[src/rtl/padd_pwm_pkg.sv]
package padd_pwm_pkg;

    // Tick source encoding, matches the clk_sel_i port values
    typedef enum logic [1:0] {
        SRC_FAST   = 2'd0,
        SRC_DIV_LO = 2'd1,
        SRC_DIV_HI = 2'd2,
        SRC_PIN    = 2'd3
    } tick_src_e;

endpackage

[src/rtl/padd_tick_gen.sv]
module padd_tick_gen
    import padd_pwm_pkg::*;
#(
    parameter int DIV_LO_LOG = 2,
    parameter int DIV_HI_LOG = 4
) (
    input  logic      clk_i,
    input  logic      rst_ni,
    input  logic      run_i,
    input  tick_src_e src_i,
    input  logic      pin_i,
    output logic      tick_o
);

    localparam int PRE_W  = DIV_HI_LOG;
    localparam int SYNC_N = 3;

    typedef struct packed {
        logic [PRE_W-1:0]  pre;
        logic [SYNC_N-1:0] sync;
    } tg_state_t;

    tg_state_t st_d, st_q;
    logic      pin_rise;

    // sync[1] is the settled pin level, sync[2] the level one cycle earlier
    assign pin_rise = st_q.sync[1] & ~st_q.sync[2];

    always_comb begin
        st_d      = st_q;
        st_d.sync = {st_q.sync[SYNC_N-2:0], pin_i};
        if (run_i) begin
            st_d.pre = st_q.pre + 1'b1;
        end else begin
            st_d.pre = '0;
        end

        unique case (src_i)
            SRC_FAST:   tick_o = run_i;
            SRC_DIV_LO: tick_o = run_i & (&st_q.pre[DIV_LO_LOG-1:0]);
            SRC_DIV_HI: tick_o = run_i & (&st_q.pre);
            SRC_PIN:    tick_o = run_i & pin_rise;
            default:    tick_o = 1'b0;
        endcase
    end

    always_ff @(posedge clk_i or negedge rst_ni) begin
        if (!rst_ni) begin
            st_q <= '0;
        end else begin
            st_q <= st_d;
        end
    end


    div_hi_gap_chk: assert property (@(posedge clk_i) disable iff (!rst_ni)
        (src_i == SRC_DIV_HI && tick_o) |=> !tick_o)
        else $error("divided tick repeated on consecutive cycles");


    pin_gap_chk: assert property (@(posedge clk_i) disable iff (!rst_ni)
        (src_i == SRC_PIN && tick_o) |=> !tick_o)
        else $error("pin edge produced two ticks");

endmodule

[src/rtl/padd_stretch.sv]
module padd_stretch #(
    parameter int FRAME_W = 8
) (
    input  logic [FRAME_W-1:0] idx_i,
    input  logic [FRAME_W-1:0] amount_i,
    output logic               stretch_o
);

    logic [FRAME_W-1:0] idx_rev;

    generate
        for (genvar g = 0; g < FRAME_W; g++) begin : g_rev
            assign idx_rev[g] = idx_i[FRAME_W-1-g];
        end
    endgenerate

    assign stretch_o = (idx_rev < amount_i);

    always_comb begin

        if (amount_i == '0) begin
            zero_amt_chk: assert (!stretch_o)
                else $error("period stretched with zero amount");
        end

        if (amount_i == '1 && idx_i != '1) begin
            full_amt_chk: assert (stretch_o)
                else $error("period not stretched with full amount");
        end
    end

endmodule

[src/rtl/padd_core.sv]
module padd_core
    import padd_pwm_pkg::*;
#(
    parameter int BASE_W  = 8,
    parameter int FRAME_W = 8
) (
    input  logic                      clk_i,
    input  logic                      rst_ni,
    input  logic                      en_i,
    input  logic [BASE_W+FRAME_W-1:0] cmp_i,
    input  tick_src_e                 src_i,
    input  logic                      tick_i,
    output logic                      en_o,
    output tick_src_e                 src_o,
    output logic [BASE_W-1:0]         cnt_o,
    output logic [FRAME_W-1:0]        idx_o,
    output logic [BASE_W-1:0]         duty_o,
    output logic [FRAME_W-1:0]        amt_o
);

    typedef struct packed {
        logic               en;
        tick_src_e          src;
        logic [BASE_W-1:0]  cnt;
        logic [FRAME_W-1:0] idx;
        logic [BASE_W-1:0]  duty;
        logic [FRAME_W-1:0] amt;
    } core_state_t;

    core_state_t st_d, st_q;
    logic        cnt_last, idx_last;

    assign cnt_last = &st_q.cnt;
    assign idx_last = &st_q.idx;

    always_comb begin
        st_d    = st_q;
        st_d.en = en_i;

        // Shadow copies follow the inputs only while stopped
        if (!st_q.en) begin
            st_d.duty = cmp_i[BASE_W-1:0];
            st_d.amt  = cmp_i[BASE_W +: FRAME_W];
            st_d.src  = src_i;
        end

        if (!en_i || !st_q.en) begin
            st_d.cnt = '0;
            st_d.idx = '0;
        end else if (tick_i) begin
            st_d.cnt = st_q.cnt + 1'b1;
            if (cnt_last) begin
                st_d.idx = st_q.idx + 1'b1;
                if (idx_last) begin
                    st_d.duty = cmp_i[BASE_W-1:0];
                    st_d.amt  = cmp_i[BASE_W +: FRAME_W];
                end
            end
        end
    end

    always_ff @(posedge clk_i or negedge rst_ni) begin
        if (!rst_ni) begin
            st_q <= '0;
        end else begin
            st_q <= st_d;
        end
    end

    assign en_o   = st_q.en;
    assign src_o  = st_q.src;
    assign cnt_o  = st_q.cnt;
    assign idx_o  = st_q.idx;
    assign duty_o = st_q.duty;
    assign amt_o  = st_q.amt;


    cnt_step_chk: assert property (@(posedge clk_i) disable iff (!rst_ni)
        (st_q.en && $past(st_q.en)) |->
            (BASE_W'(st_q.cnt - $past(st_q.cnt)) <= BASE_W'(1)))
        else $error("base count jumped");


    idx_step_chk: assert property (@(posedge clk_i) disable iff (!rst_ni)
        (st_q.en && $past(st_q.en) && !$stable(st_q.idx)) |-> (st_q.cnt == '0))
        else $error("period index moved off a period boundary");


    shadow_hold_chk: assert property (@(posedge clk_i) disable iff (!rst_ni)
        (st_q.en && $past(st_q.en) && (st_q.cnt != '0 || st_q.idx != '0)) |->
            ($stable(st_q.duty) && $stable(st_q.amt)))
        else $error("compare shadow changed inside a frame");


    sel_hold_chk: assert property (@(posedge clk_i) disable iff (!rst_ni)
        st_q.en |=> $stable(st_q.src))
        else $error("tick source changed while running");


    idle_clear_chk: assert property (@(posedge clk_i) disable iff (!rst_ni)
        !st_q.en |=> (st_q.cnt == '0 && st_q.idx == '0))
        else $error("timer not held at zero while stopped");

endmodule

[src/rtl/padd_out.sv]
module padd_out #(
    parameter int BASE_W = 8
) (
    input  logic              clk_i,
    input  logic              rst_ni,
    input  logic              en_i,
    input  logic [BASE_W-1:0] cnt_i,
    input  logic [BASE_W-1:0] duty_i,
    input  logic              stretch_i,
    output logic              pwm_o
);

    typedef struct packed {
        logic pwm;
    } out_state_t;

    out_state_t st_d, st_q;

    always_comb begin
        st_d     = st_q;
        st_d.pwm = en_i & ((cnt_i < duty_i) | ((cnt_i == duty_i) & stretch_i));
    end

    always_ff @(posedge clk_i or negedge rst_ni) begin
        if (!rst_ni) begin
            st_q <= '0;
        end else begin
            st_q <= st_d;
        end
    end

    assign pwm_o = st_q.pwm;

endmodule

[src/rtl/padd_pwm.sv]
module padd_pwm
    import padd_pwm_pkg::*;
#(
    parameter int BASE_W     = 8,
    parameter int FRAME_W    = 8,
    parameter int DIV_LO_LOG = 2,
    parameter int DIV_HI_LOG = 4
) (
    input  logic                      clk_i,
    input  logic                      rst_ni,
    input  logic                      run_en_i,
    input  logic [BASE_W+FRAME_W-1:0] cmp_i,
    input  logic [1:0]                clk_sel_i,
    input  logic                      ext_clk_i,
    output logic                      pwm_o
);

    logic               core_en;
    tick_src_e          core_src;
    logic [BASE_W-1:0]  cnt;
    logic [FRAME_W-1:0] idx;
    logic [BASE_W-1:0]  duty;
    logic [FRAME_W-1:0] amt;
    logic               tick;
    logic               stretch;

    padd_tick_gen #(
        .DIV_LO_LOG (DIV_LO_LOG),
        .DIV_HI_LOG (DIV_HI_LOG)
    ) u_tick (
        .clk_i  (clk_i),
        .rst_ni (rst_ni),
        .run_i  (core_en),
        .src_i  (core_src),
        .pin_i  (ext_clk_i),
        .tick_o (tick)
    );

    padd_core #(
        .BASE_W  (BASE_W),
        .FRAME_W (FRAME_W)
    ) u_core (
        .clk_i  (clk_i),
        .rst_ni (rst_ni),
        .en_i   (run_en_i),
        .cmp_i  (cmp_i),
        .src_i  (tick_src_e'(clk_sel_i)),
        .tick_i (tick),
        .en_o   (core_en),
        .src_o  (core_src),
        .cnt_o  (cnt),
        .idx_o  (idx),
        .duty_o (duty),
        .amt_o  (amt)
    );

    padd_stretch #(
        .FRAME_W (FRAME_W)
    ) u_stretch (
        .idx_i     (idx),
        .amount_i  (amt),
        .stretch_o (stretch)
    );

    padd_out #(
        .BASE_W (BASE_W)
    ) u_out (
        .clk_i     (clk_i),
        .rst_ni    (rst_ni),
        .en_i      (core_en),
        .cnt_i     (cnt),
        .duty_i    (duty),
        .stretch_i (stretch),
        .pwm_o     (pwm_o)
    );


    out_low_chk: assert property (@(posedge clk_i) disable iff (!rst_ni)
        !$past(core_en) |-> !pwm_o)
        else $error("output high after a stopped cycle");


    zero_duty_chk: assert property (@(posedge clk_i) disable iff (!rst_ni)
        ($past(duty) == '0 && $past(cnt) != '0) |-> !pwm_o)
        else $error("output high past a zero duty");

endmodule

[config.mk]
export PLATFORM = sky130hd
export DESIGN_NAME = padd_pwm
export DESIGN_NICKNAME = d
export VERILOG_FILES = /design/src/rtl/padd_pwm_pkg.sv /design/src/rtl/padd_tick_gen.sv /design/src/rtl/padd_stretch.sv /design/src/rtl/padd_core.sv /design/src/rtl/padd_out.sv /design/src/rtl/padd_pwm.sv
export SDC_FILE = /design/constraint.sdc
export NUM_CORES = 1
export LEC_CHECK = 0
export ABC_AREA = 1
export BUFFER_PORTS_ARGS = -buffer_cell sky130_fd_sc_hd__buf_2
export CAP_MARGIN = 5
export CORE_MARGIN = 3
export CORE_UTILIZATION = 40
export CTS_CLUSTER_SIZE = 24
export DETAILED_ROUTE_END_ITERATION = 8
export MAX_ROUTING_LAYER = met4
export PLACE_DENSITY = 0.68
export SLEW_MARGIN = 20
export SYNTH_ARGS = -nofsm -noshare
export SYNTH_HDL_FRONTEND = slang
export SYNTH_SLANG_ARGS = --single-unit
[constraint.sdc]
create_clock -name clk_i -period 4.65 [get_ports clk_i]
set_clock_uncertainty 0.05 [all_clocks]
set_input_delay 0.93 -clock clk_i [delete_from_list [all_inputs] [get_ports clk_i]]
set_output_delay 0.93 -clock clk_i [all_outputs]
set_load 0.01 [all_outputs]
==> results of run 1 <==
cell type report:
class,count,area share
Multi-Input combinational cell,216,0.422
Inverter,53,0.0722
Sequential cell,43,0.390
Tap cell,72,0.0327
Clock inverter,2,0.0127
Timing Repair Buffer,22,0.0399
Clock buffer,6,0.0300
registers in the layout (all words and copies together) (netlist names):
| register | cells |
|---|---|
| u_core.src_o | 2 |
| u_core.idx_o | 8 |
| u_core.duty_o | 8 |
| u_core.amt_o | 8 |
| u_core.en_o | 1 |
| u_core.cnt_o | 8 |
| u_tick.st_d | 2 |
| u_tick.st_q | 5 |
| u_out.pwm_o | 1 |
stage by stage:
stage	instance area, um^2	utilization	hold WS, ps
2_1_floorplan	2470	-	281
3_3_place_gp	2640	0.459	283
3_5_place_dp	2640	0.459	288
4_1_cts	2760	0.480	307
5_1_grt	2760	0.480	325
6_report	2760	0.480	304
worst min path at each step:
| stage | start | end | slack [ps] | cells past startpoint |
|---|---|---|---|---|
| global route | u_tick.st_d[1] | u_tick.st_d[2] | 320 | 0 |
| global placement | u_tick.st_d[1] | u_tick.st_d[2] | 280 | 0 |
| finish | u_tick.st_d[1] | u_tick.st_d[2] | 300 | 0 |
| floorplan | u_tick.st_d[1] | u_tick.st_d[2] | 280 | 0 |
| CTS | u_tick.st_d[1] | u_tick.st_d[2] | 310 | 0 |
| detailed placement | u_tick.st_d[1] | u_tick.st_d[2] | 290 | 0 |
power breakdown:
part	switching, mW	total [mW]	internal [mW]
registers	0.0135	0.406	0.392
logic	0.0489	0.0792	0.0303
clock network	0.132	0.306	0.174
total	0.195	0.791	0.597
cell families after synthesis:
family	Yosys count	synth area share
DFF	43	0.436
buffers and inverters	58	0.0923
adders and majority gates	18	0.0913
xor gates and xnor gates	3	0.0107
AOI/OAI and AO/OA	24	0.0583
and+or+nand+nor	171	0.311
layer usage:
layer | vias up | track usage | wire, um
li1 | 1048 | - | -
met1 | 925 | 0.214 | 2510
met3 | 8 | 0.0324 | 186
met4 | 0 | 0.0475 | 83
met2 | 35 | 0.229 | 2250
met5 | - | - | 0
layout by cell type, fill, tap and decap left out:
cell       netlist  layout
nand2_2          2       2
nand3_2          1       1
nand2_4          1       1
or2_2            1       1
o21bai_4         1       1
nand4_1         12      12
a21oi_1          8       8
clkbuf_8         0       6
ha_1            18      18
nand3_1         28      28
nor2_4           2       2
nand2_1        105     105
o21a_1           1       1
clkinv_2         0       1
inv_2            2       2
buf_2            2      22
inv_1           51      51
nor2_1          15      15
nand4_2          1       1
nand3_4          1       1
o22ai_1          2       2
nor3_1           2       2
o21ai_0         10      10
dfrtp_1         43      43
o21bai_1         2       2
xor2_1           3       3
bufinv_16        0       1
==> results.txt, run 1 <==
Total GRT Usage: 0.155
placed instance count: 406
hold violation count in the final report: 0
clock edge transition at the registers on the reported setup and hold paths: 90 ps
initial core utilization: 0.430
signal arrival time at the worst endpoint: 2360 ps
die outline area: 7150 um^2
Worst-Margin Slew: 959 ps
r2r setup slk: 2450 ps
Syn Inst Count: 317
Site Rows: 27
synthesized netlist net count: 357
minimum period implied by the final worst setup slack: 2200 ps
mean cell area of the mapped netlist: 7.78 um^2
Worst setup endpoint: u_core.cnt_o[0]
combined area of all synthesized cells: 2470 um^2
maximum number of pins on one net before global-route repair: 44
master of the slowest instance on the critical path: dfrtp_1
area overhead of the layout relative to synthesis: 11.7%
post-cts resize count: 0
Max Freq: 0.455 GHz
ratio of total power to cell area: 287 nW/um^2
largest buffer count on any clock path: 2
number of global-route vias before repair: 1969
Total Routed Length: 5040 um
Worst R2R End: u_core.cnt_o[0]
most used flip-flop cell after synthesis: dfrtp_1
number of storage elements in the synthesis netlist: 43
core region area: 5740 um^2
endpoint required time on the critical path: 4810 ps
clock insertion delay at the later pin of the skew report: 300 ps
reg2reg path depth: 6
part of the Yosys area used for sequential elements: 0.436
CP endpoint kind: flip-flop
worst setup slack before clock tree synthesis: 2420 ps
Max Cap Violations: 0
reg-to-reg critical path startpoint: u_core.en_o
Finish-stage setup viols: 0
storage element area: 1080 um^2
Max Slew Vio Count: 0
antenna-violating nets left: 0
overall power after layout: 791 uW
number of buffers and inverters on the critical path: 2
wire length per cell: 12.2 um
number of vias after detailed routing: 2016
type of the setup path with the least slack: flip-flop to flip-flop
crit-path cells: nand2_1 -> inv_1 -> nand4_1 -> inv_1 -> nand2_1 -> o21ai_0
path type of the worst min-delay path: flip-flop to flip-flop
overall die height: 84.5 um
horizontal die dimension: 84.5 um
first-pass iteration count of the detailed router: 4
number of filler instances in the final layout: 572
number of distinct library cells after synthesis: 26
top-count cell post-synth: nand2_1
share of the synthesized area in the top cell type: 0.436
path length in cells of the critical path: 6
warnings from Yosys: 0
maximum net fanout on the critical path: 23
worst slew margin relative to its limit: 0.361
number of antenna violations at the first check in global routing: 0
Post-CTS Setup Inserts: 0
biggest area consumer among synthesized cells: dfrtp_1
count of routing violations after the opening detailed-route iteration: 129
final global-route overflow total: 0
RD Place Congestion: 0.906
per-cell via count in the routed design: 4.87
most area-consuming cells after synthesis: dfrtp_1 (44%), nand2_1 (16%), ha_1 (9.1%)
final critical-path setup slack: 2450 ps
Max rail drop VDD: 0.151 mV
final net count: 381
first-pass GRT wire length: 8820 um
delay of the slowest cell on the worst path: 850 ps
setup total negative slack: 0 ps
cell family contributing the most delay on the critical path: flip-flops
RSZ-0062 raised after global routing: no
type of element launching the critical path: flip-flop
static leakage: 1.55 nW
deepest level of the CTS H-tree: 2
TritonCTS buffer count: 5
number of synthesized flops with an enable pin: 0
Antenna Diode Count: 0
top-level port count: 23
number of design rule violations left after detail routing: 0
async set or reset register ratio after synthesis: 1.00
estimated wirelength of the detail-placed design: 3730 um
outcome: finished clean
clock tree from TritonCTS: yes
Setup crit start: u_core.en_o
multi-input gate area in the final layout: 1160 um^2
hold buffers post-CTS: 0
ratio of cells with drive above 1 in the final layout: 0.123
crit share post-route: 0.473
Clock Tree Root: clkbuf_8
Port Buffer Count: 22
# clock sinks: 43
Final Instance Count excl. Fillers: 414
commonest cells in the netlist: nand2_1 (105), inv_1 (51), dfrtp_1 (43)
(Power assumes the default switching activity.)
==> run 2: changes to the inputs <==
==> constraint.sdc (replaced) <==
create_clock -name clk_i -period 2.2 [get_ports clk_i]
set_clock_uncertainty 0.05 [all_clocks]
set_input_delay 0.44 -clock clk_i [delete_from_list [all_inputs] [get_ports clk_i]]
set_output_delay 0.44 -clock clk_i [all_outputs]
set_load 0.01 [all_outputs]
==> results.txt, run 2 (synthesized netlist as in run 1, its figures left out) <==
number of filler instances in the final layout: 588 (was 572)
reg2reg path depth: 8 (was 6)
Port Buffer Count: 22 (unchanged)
setup total negative slack: 0 ps (unchanged)
count of routing violations after the opening detailed-route iteration: 120 (was 129)
area overhead of the layout relative to synthesis: 13.1% (was 11.7%)
Total GRT Usage: 0.164 (was 0.155)
Final Instance Count excl. Fillers: 417 (was 414)
wire length per cell: 12.4 um (was 12.2 um)
number of design rule violations left after detail routing: 0 (unchanged)
worst setup slack before clock tree synthesis: 420 ps (was 2420 ps)
TritonCTS buffer count: 5 (unchanged)
ratio of cells with drive above 1 in the final layout: 0.130 (was 0.123)
number of buffers and inverters on the critical path: 0 (was 2)
Worst R2R End: u_core.duty_o[6] (was u_core.cnt_o[0])
amount of wire on met2 after detailed routing: 2460 um (was 2250 um)
per-cell via count in the routed design: 4.88 (was 4.87)
crit share post-route: 0.808 (was 0.473)
CP endpoint kind: flip-flop (unchanged)
Max Freq: 0.563 GHz (was 0.455 GHz)
antenna-violating nets left: 0 (unchanged)
path type of the worst min-delay path: primary input to asynchronous set/reset pin (was flip-flop to flip-flop)
cell family contributing the most delay on the critical path: simple AND/OR/NAND/NOR gates (was flip-flops)
topmost layer with routed signal wires: met4 (unchanged)
reg-to-reg critical path startpoint: u_core.cnt_o[1] (was u_core.en_o)
Total Routed Length: 5190 um (was 5040 um)
maximum net fanout on the critical path: 16 (was 23)
number of global-route vias before repair: 2048 (was 1969)
Site Rows: 27 (unchanged)
detailed-routed wire length on met3: 189 um (was 186 um)
number of vias after detailed routing: 2035 (was 2016)
horizontal die dimension: 84.5 um (unchanged)
# clock sinks: 43 (unchanged)
outcome: finished clean (unchanged)
static leakage: 1.57 nW (was 1.55 nW)
leading cell types in the layout, fill and taps excluded: nand2_1 (105), inv_1 (51), dfrtp_1 (43) (unchanged)
worst slew margin relative to its limit: 0.698 (was 0.361)
number of antenna violations at the first check in global routing: 0 (unchanged)
top-level port count: 23 (unchanged)
Max rail drop VDD: 0.389 mV (was 0.151 mV)
multi-input gate area in the final layout: 1160 um^2 (unchanged)
Post-CTS Setup Inserts: 0 (unchanged)
hold buffers post-CTS: 0 (unchanged)
placed instance count: 409 (was 406)
signal arrival time at the worst endpoint: 1910 ps (was 2360 ps)
deepest level of the CTS H-tree: 2 (unchanged)
Max Cap Violations: 0 (unchanged)
endpoint required time on the critical path: 2340 ps (was 4810 ps)
initial core utilization: 0.430 (unchanged)
Worst-Margin Slew: 453 ps (was 959 ps)
master of the slowest instance on the critical path: dfrtp_1 (unchanged)
final net count: 384 (was 381)
crit-path cells: ha_1 -> nand2_2 -> nor2_4 -> nand2_2 -> nor2_4 -> nand3_2 -> nand3_1 -> nand2_1 (was nand2_1 -> inv_1 -> nand4_1 -> inv_1 -> nand2_1 -> o21ai_0)
leading cell type in the layout, fill and taps excluded: nand2_1 (unchanged)
maximum number of pins on one net before global-route repair: 25 (was 44)
Finish-stage setup viols: 0 (unchanged)
Clock Tree Root: clkbuf_8 (unchanged)
first-pass GRT wire length: 9240 um (was 8820 um)
overall die height: 84.5 um (unchanged)
hold violation count in the final report: 0 (unchanged)
overall power after layout: 1.67 mW (was 791 uW)
r2r setup slk: 420 ps (was 2450 ps)
delay of the slowest cell on the worst path: 410 ps (was 850 ps)
Metal-1 WL: 2470 um (was 2510 um)
largest buffer count on any clock path: 2 (unchanged)
type of element launching the critical path: flip-flop (unchanged)
ratio of total power to cell area: 600 nW/um^2 (was 287 nW/um^2)
first-pass iteration count of the detailed router: 4 (unchanged)
RD Place Congestion: 0.830 (was 0.906)
post-cts resize count: 0 (unchanged)
core region area: 5740 um^2 (unchanged)
final global-route overflow total: 0 (unchanged)
die outline area: 7150 um^2 (unchanged)
final critical-path setup slack: 423 ps (was 2450 ps)
Antenna Diode Count: 0 (unchanged)
clock tree from TritonCTS: yes (unchanged)
clock insertion delay at the later pin of the skew report: 300 ps (about the same)
Max Slew Vio Count: 0 (unchanged)
RSZ-0062 raised after global routing: no (unchanged)
clock edge transition at the registers on the reported setup and hold paths: 80 ps (was 90 ps)
storage element area: 1080 um^2 (unchanged)
type of the setup path with the least slack: flip-flop to flip-flop (unchanged)
minimum period implied by the final worst setup slack: 1780 ps (was 2200 ps)
estimated wirelength of the detail-placed design: 3930 um (was 3730 um)
-- run 2: cell types whose count changed in the layout (fill, tap and decap cells not counted), sizes merged --
| cell | delta |
|---|---|
| buf | +3 |
-- run 2: layer usage --
metal	GRT usage	vias up
li1	-	1057
met3	0.0314	7
met4	0.0518	0
met1	0.205	939
met5	-	-
met2	0.267	32
-- run 2: power breakdown --
group,switching (mW),internal (mW)
Combinational,0.113,0.0700
Clock,0.271,0.367
Sequential,0.0234,0.830
-- run 2: area by class of cell --
cell class / count / share of cell area
clock inverters: 2 / 0.0126
flip-flops and latches: 43 / 0.385
inverters: 53 / 0.0713
multi-input cells: 216 / 0.417
repair buffers: 25 / 0.0520
clock buffers: 6 / 0.0296
well taps: 72 / 0.0323
-- run 2: worst max path at each step --
stage                          from                to  slack, ps  cells past startpoint
floorplan           u_core.cnt_o[1]   u_core.amt_o[5]        700                      9
global placement    u_core.cnt_o[1]   u_core.amt_o[2]        470                      9
detailed placement  u_core.cnt_o[1]   u_core.amt_o[5]        420                      8
CTS                 u_core.cnt_o[1]   u_core.amt_o[5]        390                      8
global route        u_core.cnt_o[1]   u_core.amt_o[6]        230                      9
finish              u_core.cnt_o[1]  u_core.duty_o[6]        420                      8
-- run 2: worst reg2reg max path, stage by stage (launching register included) --
cell and delay, ps:
dfrtp_1 410, ha_1 200, nand2_2 80, nor2_4 110, nand2_2 90, nor2_4 150, nand3_2 330, nand3_1 190
nand2_1 60
-- run 2: stage by stage --
step	instance area [um^2]	utilization	hold WS [ps]
6_report	2790	0.486	31.1
5_1_grt	2790	0.486	47.9
4_1_cts	2790	0.486	37.7
3_5_place_dp	2670	0.466	297
3_3_place_gp	2670	0.466	283
2_1_floorplan	2470	-	94.4
